`src/rtl/mem_guard_pkg.sv`:
```
package mem_guard_pkg;
  localparam int ACC_W = 4;
  localparam int REG_W = 3;

  localparam int BIT_CODE = 0;
  localparam int BIT_EEP  = 1;
  localparam int BIT_RAM  = 2;
  localparam int BIT_BOOT = 3;

  typedef enum logic [REG_W-1:0] {
    RG_FLASH  = 3'd0,
    RG_TFLASH = 3'd1,
    RG_EEP    = 3'd2,
    RG_RAM    = 3'd3,
    RG_EXT    = 3'd4,
    RG_BOOT   = 3'd5
  } region_e;

  // Which clearing path each access bit accepts.
  localparam logic [ACC_W-1:0] SET_PATH = 4'b0011;
  localparam logic [ACC_W-1:0] DIR_PATH = 4'b1100;

  typedef struct packed {
    logic [ACC_W-1:0] accSet;
    logic [ACC_W-1:0] accClr;
    logic             wpApply;
    logic             violSet;
  } guardStrobe_t;

  typedef struct packed {
    logic       valid;
    logic [1:0] idx;
  } owner_t;

  function automatic owner_t ownerOf(logic [REG_W-1:0] r);
    owner_t o;
    o.valid = 1'b1;
    o.idx   = 2'(BIT_CODE);
    case (r)
      RG_FLASH, RG_TFLASH: o.idx = 2'(BIT_CODE);
      RG_EEP:              o.idx = 2'(BIT_EEP);
      RG_RAM:              o.idx = 2'(BIT_RAM);
      RG_BOOT:             o.idx = 2'(BIT_BOOT);
      default:             o.valid = 1'b0;
    endcase
    return o;
  endfunction

  function automatic logic isInternalData(logic [REG_W-1:0] r);
    return (r == RG_EEP) || (r == RG_RAM) || (r == RG_BOOT);
  endfunction
endpackage

```
`src/rtl/mem_guard_ctrl.sv`:
```
module mem_guard_ctrl
  import mem_guard_pkg::*;
#(
  parameter int NUM_WP    = 8,
  parameter bit UNLOCK_EN = 1'b1
) (
  input  logic [REG_W-1:0]  fetchRegion,
  input  logic              setProt,
  input  logic [ACC_W-1:0]  setAccMask,
  input  logic [ACC_W-1:0]  setAccData,
  input  logic              dirWr,
  input  logic [ACC_W-1:0]  dirData,
  output guardStrobe_t      strobe
);
  logic [ACC_W-1:0] regionOk;
  logic [ACC_W-1:0] setAllow;
  logic [ACC_W-1:0] dirAllow;
  logic [ACC_W-1:0] setClrReq;
  logic [ACC_W-1:0] setRaiseReq;
  owner_t           fetchOwner;

  assign fetchOwner  = ownerOf(fetchRegion);
  assign setClrReq   = setAccMask & setAccData;
  assign setRaiseReq = setAccMask & ~setAccData;

  genvar b;
  generate
    for (b = 0; b < ACC_W; b++) begin : g_allow
      if (b == BIT_CODE) begin : g_code
        assign regionOk[b] = isInternalData(fetchRegion);
      end else begin : g_owner
        assign regionOk[b] = fetchOwner.valid && (fetchOwner.idx == 2'(b));
      end
      assign setAllow[b] = UNLOCK_EN && SET_PATH[b] && regionOk[b];
      assign dirAllow[b] = UNLOCK_EN && DIR_PATH[b] && regionOk[b];
    end
  endgenerate

  always_comb begin
    strobe = '0;
    if (setProt) begin
      strobe.accSet  = setRaiseReq;
      strobe.accClr  = setClrReq & setAllow;
      strobe.wpApply = 1'b1;
      strobe.violSet = |(setClrReq & ~setAllow);
    end else if (dirWr) begin
      strobe.accClr  = dirData & dirAllow;
      strobe.violSet = |(dirData & ~dirAllow);
    end
  end
endmodule

```
`src/rtl/mem_guard_regs.sv`:
```
module mem_guard_regs
  import mem_guard_pkg::*;
#(
  parameter int               NUM_WP   = 8,
  parameter int               DATA_W   = 8,
  parameter logic [3:0]       INIT_ACC = 4'hF,
  parameter logic [NUM_WP-1:0] INIT_WP = '1
) (
  input  logic              clk,
  input  logic              rstN,
  input  guardStrobe_t      strobe,
  input  logic [NUM_WP-1:0] setWpMask,
  input  logic [NUM_WP-1:0] setWpData,
  input  logic [REG_W-1:0]  fetchRegion,
  input  logic [REG_W-1:0]  cpuRdRegion,
  input  logic [DATA_W-1:0] cpuRdIn,
  output logic [DATA_W-1:0] cpuRdOut,
  input  logic [REG_W-1:0]  dmaRdRegion,
  input  logic [DATA_W-1:0] dmaRdIn,
  output logic [DATA_W-1:0] dmaRdOut,
  output logic [ACC_W-1:0]  accProt,
  output logic [NUM_WP-1:0] wrProt,
  output logic              violation
);
  logic [ACC_W-1:0]  accQ;
  logic [NUM_WP-1:0] wpQ;
  logic              violQ;
  logic [NUM_WP-1:0] wpRaise;
  logic [NUM_WP-1:0] wpLift;

  assign wpRaise = setWpMask & ~setWpData;
  assign wpLift  = setWpMask & setWpData;

  always_ff @(posedge clk or negedge rstN) begin
    if (!rstN) begin
      accQ  <= INIT_ACC;
      wpQ   <= INIT_WP;
      violQ <= 1'b0;
    end else begin
      accQ  <= (accQ & ~strobe.accClr) | strobe.accSet;
      if (strobe.wpApply) wpQ <= (wpQ & ~wpLift) | wpRaise;
      violQ <= violQ | strobe.violSet;
    end
  end

  owner_t cpuTgt, dmaTgt, fetchOwn;
  logic   cpuBlock, dmaBlock;

  assign cpuTgt   = ownerOf(cpuRdRegion);
  assign dmaTgt   = ownerOf(dmaRdRegion);
  assign fetchOwn = ownerOf(fetchRegion);

  assign dmaBlock = dmaTgt.valid && accQ[dmaTgt.idx];
  assign cpuBlock = cpuTgt.valid && accQ[cpuTgt.idx] &&
                    !(fetchOwn.valid && fetchOwn.idx == cpuTgt.idx);

  assign dmaRdOut  = dmaBlock ? '1 : dmaRdIn;
  assign cpuRdOut  = cpuBlock ? '1 : cpuRdIn;
  assign accProt   = accQ;
  assign wrProt    = wpQ;
  assign violation = violQ;
endmodule

```
`src/rtl/mem_guard.sv`:
```
module mem_guard
  import mem_guard_pkg::*;
#(
  parameter int                NUM_WP    = 8,
  parameter int                DATA_W    = 8,
  parameter bit                UNLOCK_EN = 1'b1,
  parameter logic [3:0]        INIT_ACC  = 4'hF,
  parameter logic [NUM_WP-1:0] INIT_WP   = '1
) (
  input  logic              clk,
  input  logic              rstN,
  input  logic [2:0]        fetchRegion,
  input  logic              setProt,
  input  logic [3:0]        setAccMask,
  input  logic [3:0]        setAccData,
  input  logic [NUM_WP-1:0] setWpMask,
  input  logic [NUM_WP-1:0] setWpData,
  input  logic              dirWr,
  input  logic [3:0]        dirData,
  input  logic [2:0]        cpuRdRegion,
  input  logic [DATA_W-1:0] cpuRdIn,
  output logic [DATA_W-1:0] cpuRdOut,
  input  logic [2:0]        dmaRdRegion,
  input  logic [DATA_W-1:0] dmaRdIn,
  output logic [DATA_W-1:0] dmaRdOut,
  output logic [3:0]        accProt,
  output logic [NUM_WP-1:0] wrProt,
  output logic              violation
);
  guardStrobe_t strobe;

  mem_guard_ctrl #(.NUM_WP(NUM_WP), .UNLOCK_EN(UNLOCK_EN)) u_ctrl (
    .fetchRegion(fetchRegion), .setProt(setProt),
    .setAccMask(setAccMask), .setAccData(setAccData),
    .dirWr(dirWr), .dirData(dirData), .strobe(strobe)
  );

  mem_guard_regs #(.NUM_WP(NUM_WP), .DATA_W(DATA_W),
                   .INIT_ACC(INIT_ACC), .INIT_WP(INIT_WP)) u_regs (
    .clk(clk), .rstN(rstN), .strobe(strobe),
    .setWpMask(setWpMask), .setWpData(setWpData),
    .fetchRegion(fetchRegion),
    .cpuRdRegion(cpuRdRegion), .cpuRdIn(cpuRdIn), .cpuRdOut(cpuRdOut),
    .dmaRdRegion(dmaRdRegion), .dmaRdIn(dmaRdIn), .dmaRdOut(dmaRdOut),
    .accProt(accProt), .wrProt(wrProt), .violation(violation)
  );
endmodule

```
`config.mk`:
```
export PLATFORM = sky130hd
export DESIGN_NAME = mem_guard
export DESIGN_NICKNAME = d
export VERILOG_FILES = /design/src/rtl/mem_guard_pkg.sv /design/src/rtl/mem_guard_ctrl.sv /design/src/rtl/mem_guard_regs.sv /design/src/rtl/mem_guard.sv
export SDC_FILE = /design/constraint.sdc
export NUM_CORES = 1
export LEC_CHECK = 0
export ABC_CLOCK_PERIOD_IN_PS = 2300
export CORE_ASPECT_RATIO = 1.5
export CORE_MARGIN = 3
export CORE_UTILIZATION = 30
export DETAILED_ROUTE_END_ITERATION = 7
export DONT_BUFFER_PORTS = 1
export PLACE_DENSITY_LB_ADDON = 0.08
export SETUP_SLACK_MARGIN = 0.02
export SLEW_MARGIN = 10
export SYNTH_ARGS = -nofsm -noshare
export SYNTH_HDL_FRONTEND = slang
export SYNTH_SLANG_ARGS = --single-unit
```
`constraint.sdc`:
```
create_clock -name clk -period 2.3 [get_ports clk]
set_input_delay 0.23 -clock clk [delete_from_list [all_inputs] [get_ports clk]]
set_output_delay 0.23 -clock clk [all_outputs]
set_load 0.05 [all_outputs]
```
Yosys cells after proc, flatten, opt, wreduce, memory -nomap -nowiden. Index checks and enable logic that the tools add are counted.

$lt $le $gt $ge: 2. Eq/ne operators: 16. Muxes and demuxes: 18. Bitwise logic cells: 19. Reduce and logical (&&, ||, !) cells: 18.

Operators by type and width (number): $and A4 B4 Y4 (6); $and A8 B8 Y8 (3); $eq A3 B2 Y1 const B (6); $pmux W2 S3 (3); $mux W8 (2); $not A8 Y8 (2); $reduce_or A5 Y1 (3); $mux W4 (3); $not A4 Y4 (3); $eq A3 B1 Y1 const B (3); $eq A3 B3 Y1 const B (3); $logic_not A3 Y1 (3); $mux W1 (8); $or A8 B8 Y8 (1); $reduce_or A4 Y1 (2); $logic_and A1 B1 Y1 (7); $lt A2 B3 Y1 const B (2); $and A4 B2 Y4 (1); $bmux W1 S2 (2); $eq A2 B2 Y1 const B (2); $not A2 Y4 (1); $or A4 B4 Y4 (1); $eq A2 B1 Y1 const B (1); $eq A2 B2 Y1 (1); other kinds (3) (4).

Register bits: 13. Input port bits: 57. Output and inout port bits: 29. Logic and storage cells: 76.

Longest topological paths before layout. Gate-level depths: netlist of run 1.

Depth after elaboration: 10. Gate-level depth with buffers: 6. Depth with buffers taken out: 4.

By module. A second synthesis of run 1 with hierarchy kept.

Cells, all modules: 122. Area total of the unflattened synthesis: 993.5 µm².

By module, submodules not included: mem_guard_regs (times used 1, cells an instance 95, area an instance 808.3 µm², sequential area each 340.3 µm²); mem_guard_ctrl (times used 1, cells an instance 27, area an instance 185.2 µm², sequential area each 0.0 µm²).

Worst setup path after synthesis of run 1. OpenSTA, ideal clock, no wires.

Kind: register to output. Start: register u_regs.accQ[2] (netlist: u_regs.accProt[2]). End: output port cpuRdOut[0]. Data arrival time: 2354 ps. Required time: 2070 ps. Slack: -284 ps. Stages on the path, launching flop included: 5. Path buffers: 0. Path through: dfstp_2 -> inv_1 -> a311oi_2 -> nor3b_1 -> nor3_1.

Longest elaborated chain between the ends: 5.

RTL lines: start: declaration (RTL line mem_guard_regs.sv:25) `logic [ACC_W-1:0] accQ;`; start signal: assignment (RTL line mem_guard_regs.sv:40) `accQ <= (accQ & ~strobe.accClr) | strobe.accSet;`; $bmux W1 S2 (RTL line mem_guard_regs.sv:54) `assign cpuBlock = cpuTgt.valid && accQ[cpuTgt.idx] &&`; $mux W1 (implied by the code) (RTL line mem_guard_regs.sv:54); $logic_and A1 B1 Y1 (2 in a row) (RTL line mem_guard_regs.sv:54); $mux W8 (RTL line mem_guard_regs.sv:58) `assign cpuRdOut = cpuBlock ? '1 : cpuRdIn;`; end: declaration (RTL line mem_guard.sv:22) `output logic [DATA_W-1:0] cpuRdOut,`.

Every way passes these cells. The select of a mux whose other input is x is not followed.

Final worst setup path of run 1.
Start: register u_regs.accQ[2] (netlist: u_regs.accProt[2]). End: output port cpuRdOut[1].

Same word-level chain as after synthesis.

==> flow_metrics.py, run 1 <==
metrics = {
    "setup_path": {
        "crit_fanout": 8,
        "r2r_cells": 2,
        "end_kind": "primary output",
        "cp_data_arrival_time_ps": 1860,
        "worst-r2r-setup-slack_ps": 1250,
        "required_ps": 2070,
        "critPathKind": "flop to primary output",
        "worstReg2RegEnd": "u_regs.violation",
        "r2r_start": "u_regs.violation",
        "worst_setup_path_start_kind": "flop",
    },
    "route": {
        "first_iter_violations": 27,
        "wl_met1_microns": 1130,
        "post_drt_wl_per_cell_microns": 16.7,
        "first_pass_iters": 4,
        "wl_met2_microns": 1680,
        "dr_total_vias": 1105,
        "drcViolationCount": 0,
        "ant_nets": 0,
        "wl_met3_microns": 357,
        "vias_per_cell": 5.79,
        "top_layer": "met4",
        "totalWireLength_microns": 3180,
    },
    "synth": {
        "synth_compound_area_share_pct": 23.0,
        "ys_ff_latch": 13,
        "yosysUniqueCellTypes": 33,
        "synth_xor_area_share_pct": 0,
        "synth_cells": 130,
        "synth-simple-area-share_pct": 38.3,
        "synth_area_sq_um": 1040,
        "synth_top_family_by_area": "simple AND/OR/NAND/NOR gates",
        "synth_mux_area_share_pct": 0.963,
        "synth_fa_ha_area_share_pct": 0,
        "synth.avg_cell_area_sq_um": 8.00,
        "ys_seq_area_share_pct": 32.7,
        "syn_nets": 187,
        "ys_warn_count": 0,
    },
    "clocking": {
        "tritoncts.num_buffers": 3,
        "cts_max_level": 1,
        "cts_tree": "yes",
        "clk_pin_slew_worst_paths_ps": 60,
        "clock_sinks": 13,
        "ctsRootBufferMaster": "clkbuf_8",
        "clk_latency_ps": 240,
        "cts_buffer_depth": 2,
    },
    "global_routing": {
        "grt_antenna_before_repair": 0,
        "grt_pass1_wl_microns": 5130,
        "globalRouteTotalUtil_pct": 15.5,
        "grt_pass1_vias": 1132,
        "grt_max_degree": 17,
        "grt_overflow": 0,
    },
    "floorplan": {
        "fp.dieW_microns": 54.1,
        "die_height_microns": 78.1,
        "io_pins": 86,
        "initial_utilization_pct": 32.0,
        "core_sq_um": 3250,
        "rows": 25,
        "dieArea_sq_um": 4220,
    },
    "pwr": {
        "vdd_drop_max_v": 0.000405,
        "p_leak_nw": 0.497,
        "power_density_nw_per_um2": 727,
    },
    "final_layout": {
        "fin_util_pct": 40.0,
        "fin_nets": 209,
        "area_growth_pct": 25.2,
        "most-common-layout-cells": "20 x buf_4, 16 x nand2_1, 15 x a21oi_1",
        "drive_above_1_share_pct": 30.5,
        "antennaDiodeCount": 0,
        "fillers": 360,
        "stdcell_area_sq_um": 1300,
        "layout_commonest_cell": "buf_4",
    },
    "timing": {
        "worstMarginPinSlew_ps": 597,
        "setup_viol_count_final": 0,
        "slew_headroom_pct": 59.7,
        "fmaxAchievable_mhz": 479,
        "finalHoldViolCount": 0,
        "fin_crit_sh_pct": 90.7,
        "finalCriticalPeriod_ps": 2090,
        "rsz0062_at_grt": "false",
        "skew_ps": 0,
        "slew_viol_final": 0,
        "tns_ps": 0,
    },
    "outcome": {
        "status": "complete, no violations",
    },
    "placement": {
        "dpl.hpwl_microns": 2630,
        "place_congestion": 0.708,
        "port_buffers": 0,
        "placed_area_sq_um": 1240,
    },
    "hold_path": {
        "min_from": "setWpData[6]",
        "whs_path_depth": 1,
        "hold_class": "input port to flop",
    },
    "job": {
        "cap_viol_max_count": 0,
    },
}
routing by layer:
metal | vias up | track usage (%)
met1 | 507 | 17.6
met3 | 2 | 3.23
met2 | 66 | 27.9
li1 | 530 | -
met4 | 0 | 3.99
met5 | - | 0
report_power, final:
part           internal (W)  leakage, nW  switching (W)
clock network      0.000122       0.0228      0.0000815
logic              0.000117        0.339       0.000256
registers          0.000282        0.135      0.0000866
how the worst max path moves through the flow:
stage / startpoint / to / slack, ps / depth (start not counted)
2_1_floorplan: u_regs.accProt[1] / cpuRdOut[0] / 120 / 4
3_3_place_gp: u_regs.accProt[1] / cpuRdOut[5] / 490 / 5
3_5_place_dp: u_regs.accProt[1] / cpuRdOut[1] / 440 / 5
4_1_cts: u_regs.accProt[1] / cpuRdOut[1] / 170 / 5
5_1_grt: u_regs.accProt[2] / cpuRdOut[1] / 60 / 5
6_report: u_regs.accProt[2] / cpuRdOut[1] / 210 / 5
cells by family after synthesis:
group | after synthesis
simple gates | 70
compound gates | 38
flops | 13
buf+inv | 8
mux | 1
cell type report:
class                      count  area [sq um]  share of cell area (%)
multi-input combinational    109           691                    53.1
sequential                    13           340                    26.2
timing repair buffer          21           160                    12.3
tap                           40          50.0                    3.85
clock buffer                   4          45.0                    3.46
inverter                       4          15.0                    1.15
synth_stat cells:
master	count	area share, %
nand2_1	16	5.8
a21oi_1	15	7.2
dfstp_2	12	30
nand2b_1	11	6.6
o21ai_0	11	5.3
nor3_1	9	4.3
nor4_1	9	5.4
nor3b_1	8	5.8
nor2_1	5	1.8
inv_1	4	1.4
buf_6	3	3.2
nor2b_1	3	1.8
a41oi_1	2	1.7
nand4_1	2	1.2
nor4bb_1	2	1.9
a211oi_1	1	0.72
a22o_1	1	0.84
a311o_1	1	0.96
a311oi_2	1	1.4
a31oi_1	1	0.60
and3_1	1	0.60
clkbuf_1	1	0.36
dfrtp_1	1	2.4
mux2i_1	1	0.96
nand3_1	1	0.48
nand4b_1	1	0.84
o211a_1	1	0.96
o211ai_2	1	1.2
o21ai_1	1	0.48
o2bb2ai_1	1	0.84
o31ai_1	1	0.72
or2b_1	1	0.72
or4b_1	1	0.96
stage by stage:
| step | total power, W | hold slack, ps | cells | worst slack [ps] |
|---|---|---|---|---|
| finish | 0.000946 | 53.1 | 191 | 214 |
| global route | 0.000999 | 49.2 | 191 | 65.0 |
| CTS | 0.000959 | 45.7 | 191 | 167 |
| detailed placement | 0.000744 | -64.9 | 186 | 441 |
| global placement | 0.000738 | -64.8 | 186 | 491 |
| floorplan | 0.000656 | -65.6 | 130 | 122 |
critical path, stage by stage, from the launching register on:
cell	delay, ps
dfstp_2	540
inv_1	70
a311oi_2	520
nor3b_1	120
nor3_2	140
buf_4	220
repair_timing:
action,CTS,global route
gates resized for setup,0,1
endpoints found under the hold margin,13,0
hold buffers,1,0
endpoints found under the setup margin,0,2
buffers inserted,0,0
Note: power is estimated with default switching activity, not from simulation.
==> inputs of run 2 (changes only) <==
CORE_ASPECT_RATIO = default   (was 1.5)
HOLD_SLACK_MARGIN = 0.05   (was default)
==> flow_metrics.py, run 2 (synthesis results as in run 1) <==
metrics = {
    "timing": {
        "tns_ps": 0,
        "slew_viol_final": 0,
        "slew_headroom_pct": 59.4,
        "finalCriticalPeriod_ps": 2120,
        "skew_ps": 0,
        "finalHoldViolCount": 0,
        "setup_viol_count_final": 0,
        "fmaxAchievable_mhz": 471,
        "fin_crit_sh_pct": 92.3,
        "rsz0062_at_grt": "false",
        "worstMarginPinSlew_ps": 601,
    },
    "setup_path": {
        "critPathKind": "flop to primary output",
        "worst-r2r-setup-slack_ps": 770,
        "r2r_cells": 3,
        "end_kind": "primary output",
        "endpoint": "dmaRdOut[6]",
        "crit_start": "u_regs.accProt[2]",
        "crit_fanout": 8,
        "cp_data_arrival_time_ps": 1890,
        "worst_setup_path_start_kind": "flop",
        "required_ps": 2070,
    },
    "final_layout": {
        "drive_above_1_share_pct": 29.0,
        "fin_nets": 220,
        "layout.area.seq_sq_um": 340,
        "multi_input_area_sq_um": 691,
        "layoutNonFillerInstCount": 206,
        "layout_commonest_cell": "buf_4",
        "area_growth_pct": 34.5,
        "most-common-layout-cells": "20 x buf_4, 16 x nand2_1, 15 x a21oi_1",
        "antennaDiodeCount": 0,
        "fillers": 334,
    },
    "outcome": {
        "status": "complete, no violations",
    },
    "clocking": {
        "cts_max_level": 1,
        "cts_tree": "yes",
        "clk_latency_ps": 280,
        "ctsRootBufferMaster": "clkbuf_4",
        "postCtsSetupRepairBufs": 0,
        "tritoncts.num_buffers": 3,
        "clk_pin_slew_worst_paths_ps": 90,
        "cts_buffer_depth": 2,
        "clock_sinks": 13,
    },
    "route": {
        "post_drt_wl_per_cell_microns": 15.2,
        "dr_total_vias": 1157,
        "first_pass_iters": 4,
        "vias_per_cell": 5.62,
        "first_iter_violations": 65,
        "drcViolationCount": 0,
        "totalWireLength_microns": 3130,
        "ant_nets": 0,
    },
    "pwr": {
        "p_sw_share_pct": 46.7,
        "seqPwrFrac_pct": 41.1,
        "power_density_nw_per_um2": 641,
        "vdd_drop_max_v": 0.000305,
        "intPower_w": 0.000478,
        "p_leak_nw": 0.537,
        "p_switching_w": 0.000419,
        "clkPwrFrac_pct": 15.5,
        "p_total_w": 0.000896,
        "pwr-share-comb_pct": 43.4,
    },
    "job": {
        "cap_viol_max_count": 0,
    },
    "placement": {
        "dp.cells": 190,
        "dpl.hpwl_microns": 2500,
        "place_congestion": 0.808,
        "port_buffers": 0,
    },
    "global_routing": {
        "grt_pass1_vias": 1188,
        "grt_max_degree": 17,
        "grt_pass1_wl_microns": 5150,
        "grt_antenna_before_repair": 0,
        "grt_overflow": 0,
        "globalRouteTotalUtil_pct": 15.0,
    },
    "floorplan": {
        "initial_utilization_pct": 32.7,
        "io_pins": 86,
        "rows": 20,
        "die_height_microns": 64.9,
        "fp.dieW_microns": 64.9,
        "core_sq_um": 3180,
        "dieArea_sq_um": 4210,
    },
    "hold_path": {
        "hold_class": "input port to flop",
    },
}
==> run 2: cell count changes in the layout (fill, tap and decap cells not counted) <==
cell / before / now
clkinv_2: 0 / 1
clkbuf_8: 3 / 0
clkbuf_1: 1 / 0
clkbuf_4: 0 / 3
dlygate4sd3_1: 1 / 12
==> run 2: through the flow <==
step / hold WS, ps / cell area (sq um) / worst slack [ps] / utilization (%)
6_report: 70.0 / 1400 / 178 / 44.0
5_1_grt: 67.4 / 1400 / 20.8 / 44.0
4_1_cts: 63.1 / 1400 / 124 / 43.9
3_5_place_dp: -65.0 / 1250 / 447 / 39.3
3_3_place_gp: -64.9 / 1250 / 500 / 39.3
2_1_floorplan: -65.6 / 1080 / 122 / -
==> run 2: critical path, stage by stage (launching register included) <==
cell	delay, ps
dfstp_2	530
buf_4	210
mux2i_1	100
a211oi_1	240
a41oi_1	160
nand2b_1	180
buf_4	210
==> run 2: power by group through the flow <==
| stage | Clock (W) | Sequential, W | Combinational (W) |
|---|---|---|---|
| floorplan | 0 | 0.000409 | 0.000247 |
| global placement | 0 | 0.000372 | 0.000365 |
| detailed placement | 0 | 0.000372 | 0.000370 |
| CTS | 0.000146 | 0.000370 | 0.000391 |
| global route | 0.000161 | 0.000375 | 0.000417 |
| finish | 0.000139 | 0.000368 | 0.000389 |
==> run 2: final cells by class <==
| type | count | share of cell area [%] |
|---|---|---|
| Clock buffer | 3 | 1.61 |
| Timing Repair Buffer | 32 | 19.3 |
| Clock inverter | 1 | 0.358 |
| Inverter | 4 | 1.07 |
| Sequential cell | 13 | 24.3 |
| Multi-Input combinational cell | 109 | 49.4 |
| Tap cell | 44 | 3.94 |
==> run 2: worst min path at each step <==
| stage | endpoint | depth (start not counted) | from | slack [ps] |
|---|---|---|---|---|
| floorplan | u_regs.violation | 0 | rstN | -70 |
| global placement | u_regs.violation | 0 | rstN | -60 |
| global route | u_regs.accProt[1] | 2 | setProt | 70 |
| finish | flop | 2 | setProt | 70 |
| detailed placement | u_regs.violation | 0 | rstN | -70 |
| CTS | flop | 2 | setProt | 60 |
==> run 2: what timing repair did <==
| action | CTS | global route |
|---|---|---|
| setup endpoints to repair | 0 | 8 |
| gates resized for setup | 0 | 1 |
| hold endpoints to repair | 23 | 0 |
| hold buffers | 12 | 0 |
==> run 2: routing by layer <==
| layer | track usage [%] | part of all wire (%) | vias up |
|---|---|---|---|
| met5 | 0 | 0 | - |
| met4 | 3.69 | 0.38 | 0 |
| met3 | 4.85 | 13 | 2 |
| met2 | 27.3 | 49 | 71 |
| met1 | 16.8 | 37 | 530 |
| li1 | - | - | 554 |
